===== src/rtl/ocd_pkg.sv =====
package ocd_pkg;

    // Output mode codes; the values are decoded by the output stage.
    typedef enum logic [1:0] {
        MODE_PAIR  = 2'b00,
        MODE_AUX   = 2'b01,
        MODE_MAIN  = 2'b10,
        MODE_SLEEP = 2'b11
    } mode_e;

endpackage


===== src/rtl/ocd_setting_reg.sv =====
module ocd_setting_reg
    import ocd_pkg::*;
#(
    parameter int OCT_W = 4
) (
    input  logic             clk,
    input  logic             rst_n,
    input  logic             wr_en,
    input  logic [OCT_W-1:0] wr_oct,
    input  mode_e            wr_mode,
    input  logic             at_end,
    output logic [OCT_W-1:0] cur_oct,
    output mode_e            cur_mode,
    output logic             restart
);

    typedef struct packed {
        logic [OCT_W-1:0] oct;
        mode_e            mode;
        logic             pend_v;
        logic [OCT_W-1:0] pend_oct;
        mode_e            pend_mode;
    } set_st_t;

    set_st_t s_d, s_q;
    logic    sleeping;

    always_comb begin
        s_d      = s_q;
        restart  = 1'b0;
        sleeping = (s_q.mode == MODE_SLEEP);
        // adopt the pending setting at a period boundary, or at once when asleep
        if (s_q.pend_v && (at_end || sleeping)) begin
            s_d.oct    = s_q.pend_oct;
            s_d.mode   = s_q.pend_mode;
            s_d.pend_v = 1'b0;
            restart    = 1'b1;
        end
        // a newer write replaces whatever is waiting
        if (wr_en) begin
            s_d.pend_v    = 1'b1;
            s_d.pend_oct  = wr_oct;
            s_d.pend_mode = wr_mode;
        end
    end

    always_ff @(posedge clk or negedge rst_n) begin
        if (!rst_n) begin
            s_q <= '0;
        end else begin
            s_q <= s_d;
        end
    end

    assign cur_oct  = s_q.oct;
    assign cur_mode = s_q.mode;

    // the active setting only moves after a boundary or while asleep
    p_apply_boundary_r9: assert property (@(posedge clk) disable iff (!rst_n)
        !$stable({s_q.oct, s_q.mode}) |-> $past(at_end || sleeping));

endmodule


===== src/rtl/ocd_divider.sv =====
module ocd_divider #(
    parameter int OCT_W = 4
) (
    input  logic             clk,
    input  logic             rst_n,
    input  logic [OCT_W-1:0] oct,
    input  logic             restart,
    input  logic             hold,
    output logic             tap,
    output logic             at_end
);

    localparam int               CW      = 1 << OCT_W;
    localparam logic [OCT_W-1:0] TOP_IDX = OCT_W'(CW - 1);

    typedef struct packed {
        logic [CW-1:0] cnt;
        logic          tap;
    } div_st_t;

    div_st_t          s_d, s_q;
    logic [OCT_W-1:0] sel;
    logic [CW-1:0]    span;

    always_comb begin
        sel    = TOP_IDX - oct;
        span   = {CW{1'b1}} >> oct;          // bits 0..sel
        at_end = &(s_q.cnt | ~span);         // last cycle of a full period
        s_d    = s_q;
        if (restart || hold) begin
            s_d.cnt = '0;
            s_d.tap = 1'b0;
        end else begin
            s_d.cnt = s_q.cnt + CW'(1);
            s_d.tap = s_d.cnt[sel];
        end
    end

    always_ff @(posedge clk or negedge rst_n) begin
        if (!rst_n) begin
            s_q <= '0;
        end else begin
            s_q <= s_d;
        end
    end

    assign tap = s_q.tap;

    // the registered tap always matches the selected counter bit
    p_tap_match_r2: assert property (@(posedge clk) disable iff (!rst_n)
        s_q.tap == s_q.cnt[sel]);

    // a sleeping counter stays at zero
    p_hold_still_r6: assert property (@(posedge clk) disable iff (!rst_n)
        (hold && $past(hold)) |-> (s_q.cnt == '0));

    // a new setting starts from a clean low phase
    p_restart_low_r9: assert property (@(posedge clk) disable iff (!rst_n)
        restart |=> (!s_q.tap && s_q.cnt == '0));

endmodule


===== src/rtl/ocd_out_stage.sv =====
module ocd_out_stage
    import ocd_pkg::*;
(
    input  logic  clk,
    input  logic  rst_n,
    input  logic  tap,
    input  mode_e mode,
    input  logic  out_en,
    output logic  clk_main,
    output logic  clk_aux
);

    typedef struct packed {
        logic main;
        logic aux;
    } out_st_t;

    out_st_t s_d, s_q;

    always_comb begin
        s_d = s_q;
        unique case (mode)
            MODE_PAIR: begin
                s_d.main = tap;
                s_d.aux  = ~tap;
            end
            MODE_AUX: begin
                s_d.main = 1'b0;
                s_d.aux  = tap;
            end
            MODE_MAIN: begin
                s_d.main = tap;
                s_d.aux  = 1'b0;
            end
            default: begin
                s_d.main = 1'b0;
                s_d.aux  = 1'b0;
            end
        endcase
    end

    always_ff @(posedge clk or negedge rst_n) begin
        if (!rst_n) begin
            s_q.main <= 1'b0;
            s_q.aux  <= 1'b1;
        end else begin
            s_q <= s_d;
        end
    end

    // enable gating is combinational only, so a low enable acts without a clock
    assign clk_main = out_en & s_q.main;
    assign clk_aux  = out_en & s_q.aux;

    // in pair mode the two registered outputs are always opposite
    p_pair_comp_r3: assert property (@(posedge clk) disable iff (!rst_n)
        $past(mode == MODE_PAIR) |-> (s_q.aux == !s_q.main));

endmodule


===== src/rtl/octave_clock_divider.sv =====
module octave_clock_divider
    import ocd_pkg::*;
#(
    parameter int OCT_W = 4
) (
    input  logic             clk,
    input  logic             rst_n,
    input  logic             out_en,
    input  logic             wr_en,
    input  logic [OCT_W-1:0] wr_oct,
    input  logic [1:0]       wr_mode,
    output logic             clk_main,
    output logic             clk_aux
);

    logic [OCT_W-1:0] cur_oct;
    mode_e            cur_mode;
    logic             restart;
    logic             at_end;
    logic             tap;
    logic             asleep;

    assign asleep = (cur_mode == MODE_SLEEP);

    ocd_setting_reg #(.OCT_W(OCT_W)) u_set (
        .clk      (clk),
        .rst_n    (rst_n),
        .wr_en    (wr_en),
        .wr_oct   (wr_oct),
        .wr_mode  (mode_e'(wr_mode)),
        .at_end   (at_end),
        .cur_oct  (cur_oct),
        .cur_mode (cur_mode),
        .restart  (restart)
    );

    ocd_divider #(.OCT_W(OCT_W)) u_div (
        .clk     (clk),
        .rst_n   (rst_n),
        .oct     (cur_oct),
        .restart (restart),
        .hold    (asleep),
        .tap     (tap),
        .at_end  (at_end)
    );

    ocd_out_stage u_out (
        .clk      (clk),
        .rst_n    (rst_n),
        .tap      (tap),
        .mode     (cur_mode),
        .out_en   (out_en),
        .clk_main (clk_main),
        .clk_aux  (clk_aux)
    );

    // once asleep for a cycle, both pins are quiet
    p_sleep_quiet_r6: assert property (@(posedge clk) disable iff (!rst_n)
        (asleep && $past(asleep)) |-> (!clk_main && !clk_aux));

endmodule


===== config.mk =====
export PLATFORM = sky130hd
export DESIGN_NAME = octave_clock_divider
export DESIGN_NICKNAME = d
export VERILOG_FILES = /design/src/rtl/ocd_pkg.sv /design/src/rtl/ocd_setting_reg.sv /design/src/rtl/ocd_divider.sv /design/src/rtl/ocd_out_stage.sv /design/src/rtl/octave_clock_divider.sv
export SDC_FILE = /design/constraint.sdc
export NUM_CORES = 1
export LEC_CHECK = 0
export BUFFER_PORTS_ARGS = -buffer_cell sky130_fd_sc_hd__buf_4
export CORE_ASPECT_RATIO = 0.75
export CORE_MARGIN = 8
export CORE_UTILIZATION = 55
export CTS_CLUSTER_DIAMETER = 40
export CTS_CLUSTER_SIZE = 25
export DETAILED_ROUTE_END_ITERATION = 7
export PLACE_DENSITY = 0.75
export SLEW_MARGIN = 20
export SYNTH_ARGS = -nofsm -noshare
export SYNTH_HDL_FRONTEND = slang
export SYNTH_SLANG_ARGS = --single-unit

===== constraint.sdc =====
create_clock -name clk -period 2.73 [get_ports clk]
set_clock_uncertainty 0.2 [all_clocks]
set_input_delay 0.273 -clock clk [delete_from_list [all_inputs] [get_ports clk]]
set_output_delay 0.273 -clock clk [all_outputs]
set_load 0.01 [all_outputs]

==> flow_metrics.env <==
export IMPL_post_route_period_util_pct=92.1
export IMPL_timing_rr_start="u_set.cur_oct[0]"
export IMPL_rows=18
export IMPL_io_pin_count=12
export IMPL_synthesis_nets=185
export IMPL_reg2reg_to="u_set.cur_oct[2]"
export IMPL_drtAntennaViolNets=0
export IMPL_hold_end="u_set.s_q[0]"
export IMPL_p_total_mw=0.919
export IMPL_avgSynthCellArea_um2=10.3
export IMPL_synthAdderAreaFrac_pct=1.32
export IMPL_cts_hold_buf=1
export IMPL_clockBufferDepth=2
export IMPL_syn_inst=174
export IMPL_nFillCells=273
export IMPL_area_growth_pct=11.8
export IMPL_nets=198
export IMPL_drive_above_1_share_pct=22.9
export IMPL_synth_seq_area_share_pct=44.6
export IMPL_rrSetupSlack_ps=220
export IMPL_cts_tree="built"
export IMPL_p_switching_mw=0.187
export IMPL_coreArea_mm2=0.00320
export IMPL_start_util_pct=56.3
export IMPL_place_congestion=0.926
export IMPL_max_slew_worst_pin_slew_ps=602
export IMPL_hp_class="in2reg"
export IMPL_viasPerCell=6.13
export IMPL_wl_per_cell_um=16.9
export IMPL_ys_types=47
export IMPL_syn_cell_area_mm2=0.00180
export IMPL_root_buffer="clkbuf_8"
export IMPL_fmaxAchievable_ghz=0.398
export IMPL_slew_violations=0
export IMPL_rsz0062_at_grt="false"
export IMPL_worst_path_max_delay_cell="dfrtp_1"
export IMPL_ir_worst_vdd_v=0.000335
export IMPL_timing_max_cap_violations=0
export IMPL_fin_crit_ps=2510
export IMPL_grt_pass1_vias=1349
export IMPL_cts_sinks=32
export IMPL_grt_pass1_wl_um=6510
export IMPL_maxSlewHeadroom_pct=59.8
export IMPL_synth_xor_area_share_pct=6.82
export IMPL_worstSetupStartpointType="flip-flop"
export IMPL_die_w_um=82.0
export IMPL_crit_type="reg2reg"
export IMPL_synthMuxAreaShare_pct=8.97
export IMPL_die_area_mm2=0.00538
export IMPL_numCtsBuffers=5
export IMPL_placed_area_mm2=0.00190
export IMPL_vias=1397
export IMPL_drc=0
export IMPL_cp_cell_sequence="buf_4 -> nor3_1 -> o21ai_0 -> o2111ai_1 -> nor3_4 -> o21ai_2 -> mux2_4"
export IMPL_hp_start="wr_mode[0]"
export IMPL_setup_viol=0
export IMPL_wirelength_um=3860
export IMPL_cp_arrival_ps=2480
export IMPL_antenna_found_initial=0
export IMPL_combPwrFrac_pct=3.7
export IMPL_grt_max_degree=33
export IMPL_reg2regPathDepth=7
export IMPL_end_kind="flip-flop"
export IMPL_cp_slowest_stage_delay_ps=540
export IMPL_swShare_pct=20.4
export IMPL_drt_pass1_iterations=5
export IMPL_p_seq_share_pct=53.2
export IMPL_insertion_delay_ps=280
export IMPL_synth_ff_type="dfrtp_1"
export IMPL_p_int_mw=0.732
export IMPL_cts_setup_buffers=0
export IMPL_synthArstFlopShare_pct=100
export IMPL_cts_resized_gates=0
export IMPL_synth_seq_cells=32
export IMPL_hold_ws_ps=17.8
export IMPL_htreeDepth=2
export IMPL_p_leak_nw=0.828
export IMPL_synth_warnings=0
export IMPL_track_usage_pct=15.5
export IMPL_num_antenna_cells=0
export IMPL_synth_edff_count=0
export IMPL_power_density_mw_per_mm2=457
export IMPL_clk_pin_slew_ps=60
export IMPL_p_clk_share_pct=43.2
export IMPL_hold_path_depth=2
export IMPL_hold_violations=0
export IMPL_portBuffers=11
export IMPL_drtIter0Drc=163
export IMPL_yosys_area_share_simple_pct=21.4
export IMPL_synth_compound_area_share_pct=12.7
export IMPL_status="completed"
export IMPL_postLayoutCellArea_mm2=0.00201
export IMPL_hpwl_um=2850
export IMPL_path_max_fanout=9
export IMPL_setup_tns_ps=0
export IMPL_synth_top_family_by_area="simple AND/OR/NAND/NOR gates"
export IMPL_die_height_um=65.5
export IMPL_crit_required_ps=2700
export IMPL_grt_ovfl_total=0
## worst max path at each step
| stage | slack [ps] | startpoint | endpoint | cells past startpoint |
|---|---|---|---|---|
| after floorplan | 590 | u_div.s_q[1] | u_div.tap | 7 |
| after global placement | 370 | u_set.cur_oct[1] | u_set.cur_oct[1] | 6 |
| after detailed placement | 280 | u_set.cur_oct[1] | u_set.cur_oct[2] | 6 |
| after CTS | 270 | u_set.cur_oct[1] | u_set.cur_oct[2] | 6 |
| after global routing | 160 | u_set.cur_oct[0] | u_div.s_q[8] | 8 |
| final | 220 | u_set.cur_oct[0] | u_set.cur_oct[2] | 7 |
## worst max-delay path, delay by kind of cell, from the launching register on
family	cells	cell delay, ps
AO/OA/AOI/OAI	3	720
flip-flops	1	540
AND/OR/NAND/NOR	2	390
multiplexers	1	320
buffers and inverters	1	220
## cells in the mapped netlist, types with 2 or more instances
library cell  count  area [um2]
dfrtp_1          31         776
nor2_1           25        93.8
xnor2_1          11        96.3
nand2_1          10        37.5
mux2_2            7        78.8
nand3_1           7        35.0
inv_1             6        22.5
nor2b_1           5        31.3
o21ai_0           5        25.0
a21oi_1           4        20.0
and2_1            4        25.0
buf_2             4        20.0
mux2_4            4        60.1
nor3_1            4        20.0
nor4_1            4        25.0
a221oi_1          3        26.3
nand4_1           3        18.8
xor2_1            3        26.3
buf_4             2        15.0
clkbuf_1          2        7.51
o2111ai_1         2        17.5
o31ai_1           2        15.0
o32a_1            2        20.0
## flip-flops by register name, summed over array words and instances (netlist names)
| signal | cells |
|---|---|
| u_set.s_q | 7 |
| u_div.s_q | 16 |
| u_set.cur_mode | 2 |
| u_set.cur_oct | 4 |
| u_div.tap | 1 |
| u_out.s_q | 2 |
## per-layer routing
layer,global-route usage (%),share of wire (%),up-vias
met4,5.68,1.6,0
met1,22.5,47,682
met2,21.5,45,55
met5,0,0,-
met3,3.81,6.4,9
li1,-,-,651
## metrics by stage
stage          util, %  setup slack, ps  instances
5_1_grt           62.9              159        228
2_1_floorplan        -              586        174
3_3_place_gp      59.4              372        219
4_1_cts           62.9              274        228
6_report          62.9              217        228
3_5_place_dp      59.4              281        219
## power by group through the flow
stage | logic (mW) | registers (mW) | clock network (mW)
final | 0.0335 | 0.488 | 0.397
after global routing | 0.0378 | 0.489 | 0.420
after CTS | 0.0344 | 0.488 | 0.401
after detailed placement | 0.0332 | 0.497 | 0
after global placement | 0.0320 | 0.497 | 0
after floorplan | 0.0123 | 0.495 | 0
## logic make-up after synthesis
logic type / after synthesis
xor gates and xnor gates: 14
adders and majority gates: 2
buffers and inverters: 15
AOI/OAI and AO/OA: 29
and+or+nand+nor: 70
muxes: 12
DFF: 32
## layout by cell type, fill, tap and decap left out, types with 2 or more instances in the layout
cell and count:
dfrtp_1 31, nor2_1 25, buf_4 14, xnor2_1 11, nand2_1 10, nand3_1 7
mux2_2 7, clkbuf_8 7, inv_1 6, nor2b_1 5, o21ai_0 5, and2_1 4
a21oi_1 4, nor3_1 4, nor4_1 4, mux2_4 4, a221oi_1 3, nand4_1 3
xor2_1 3, o2111ai_1 2, o31ai_1 2, o32a_1 2
## cell type report
| cell class | instances | area, um2 | share of cell area [%] |
|---|---|---|---|
| sequential | 32 | 802 | 39.9 |
| timing repair buffer | 15 | 115 | 5.72 |
| tap | 40 | 50.0 | 2.49 |
| multi-input combinational | 127 | 921 | 45.8 |
| clock buffer | 8 | 100 | 4.98 |
| inverter | 6 | 22.5 | 1.12 |
No activity file was read; power rests on OpenSTA's default activity.
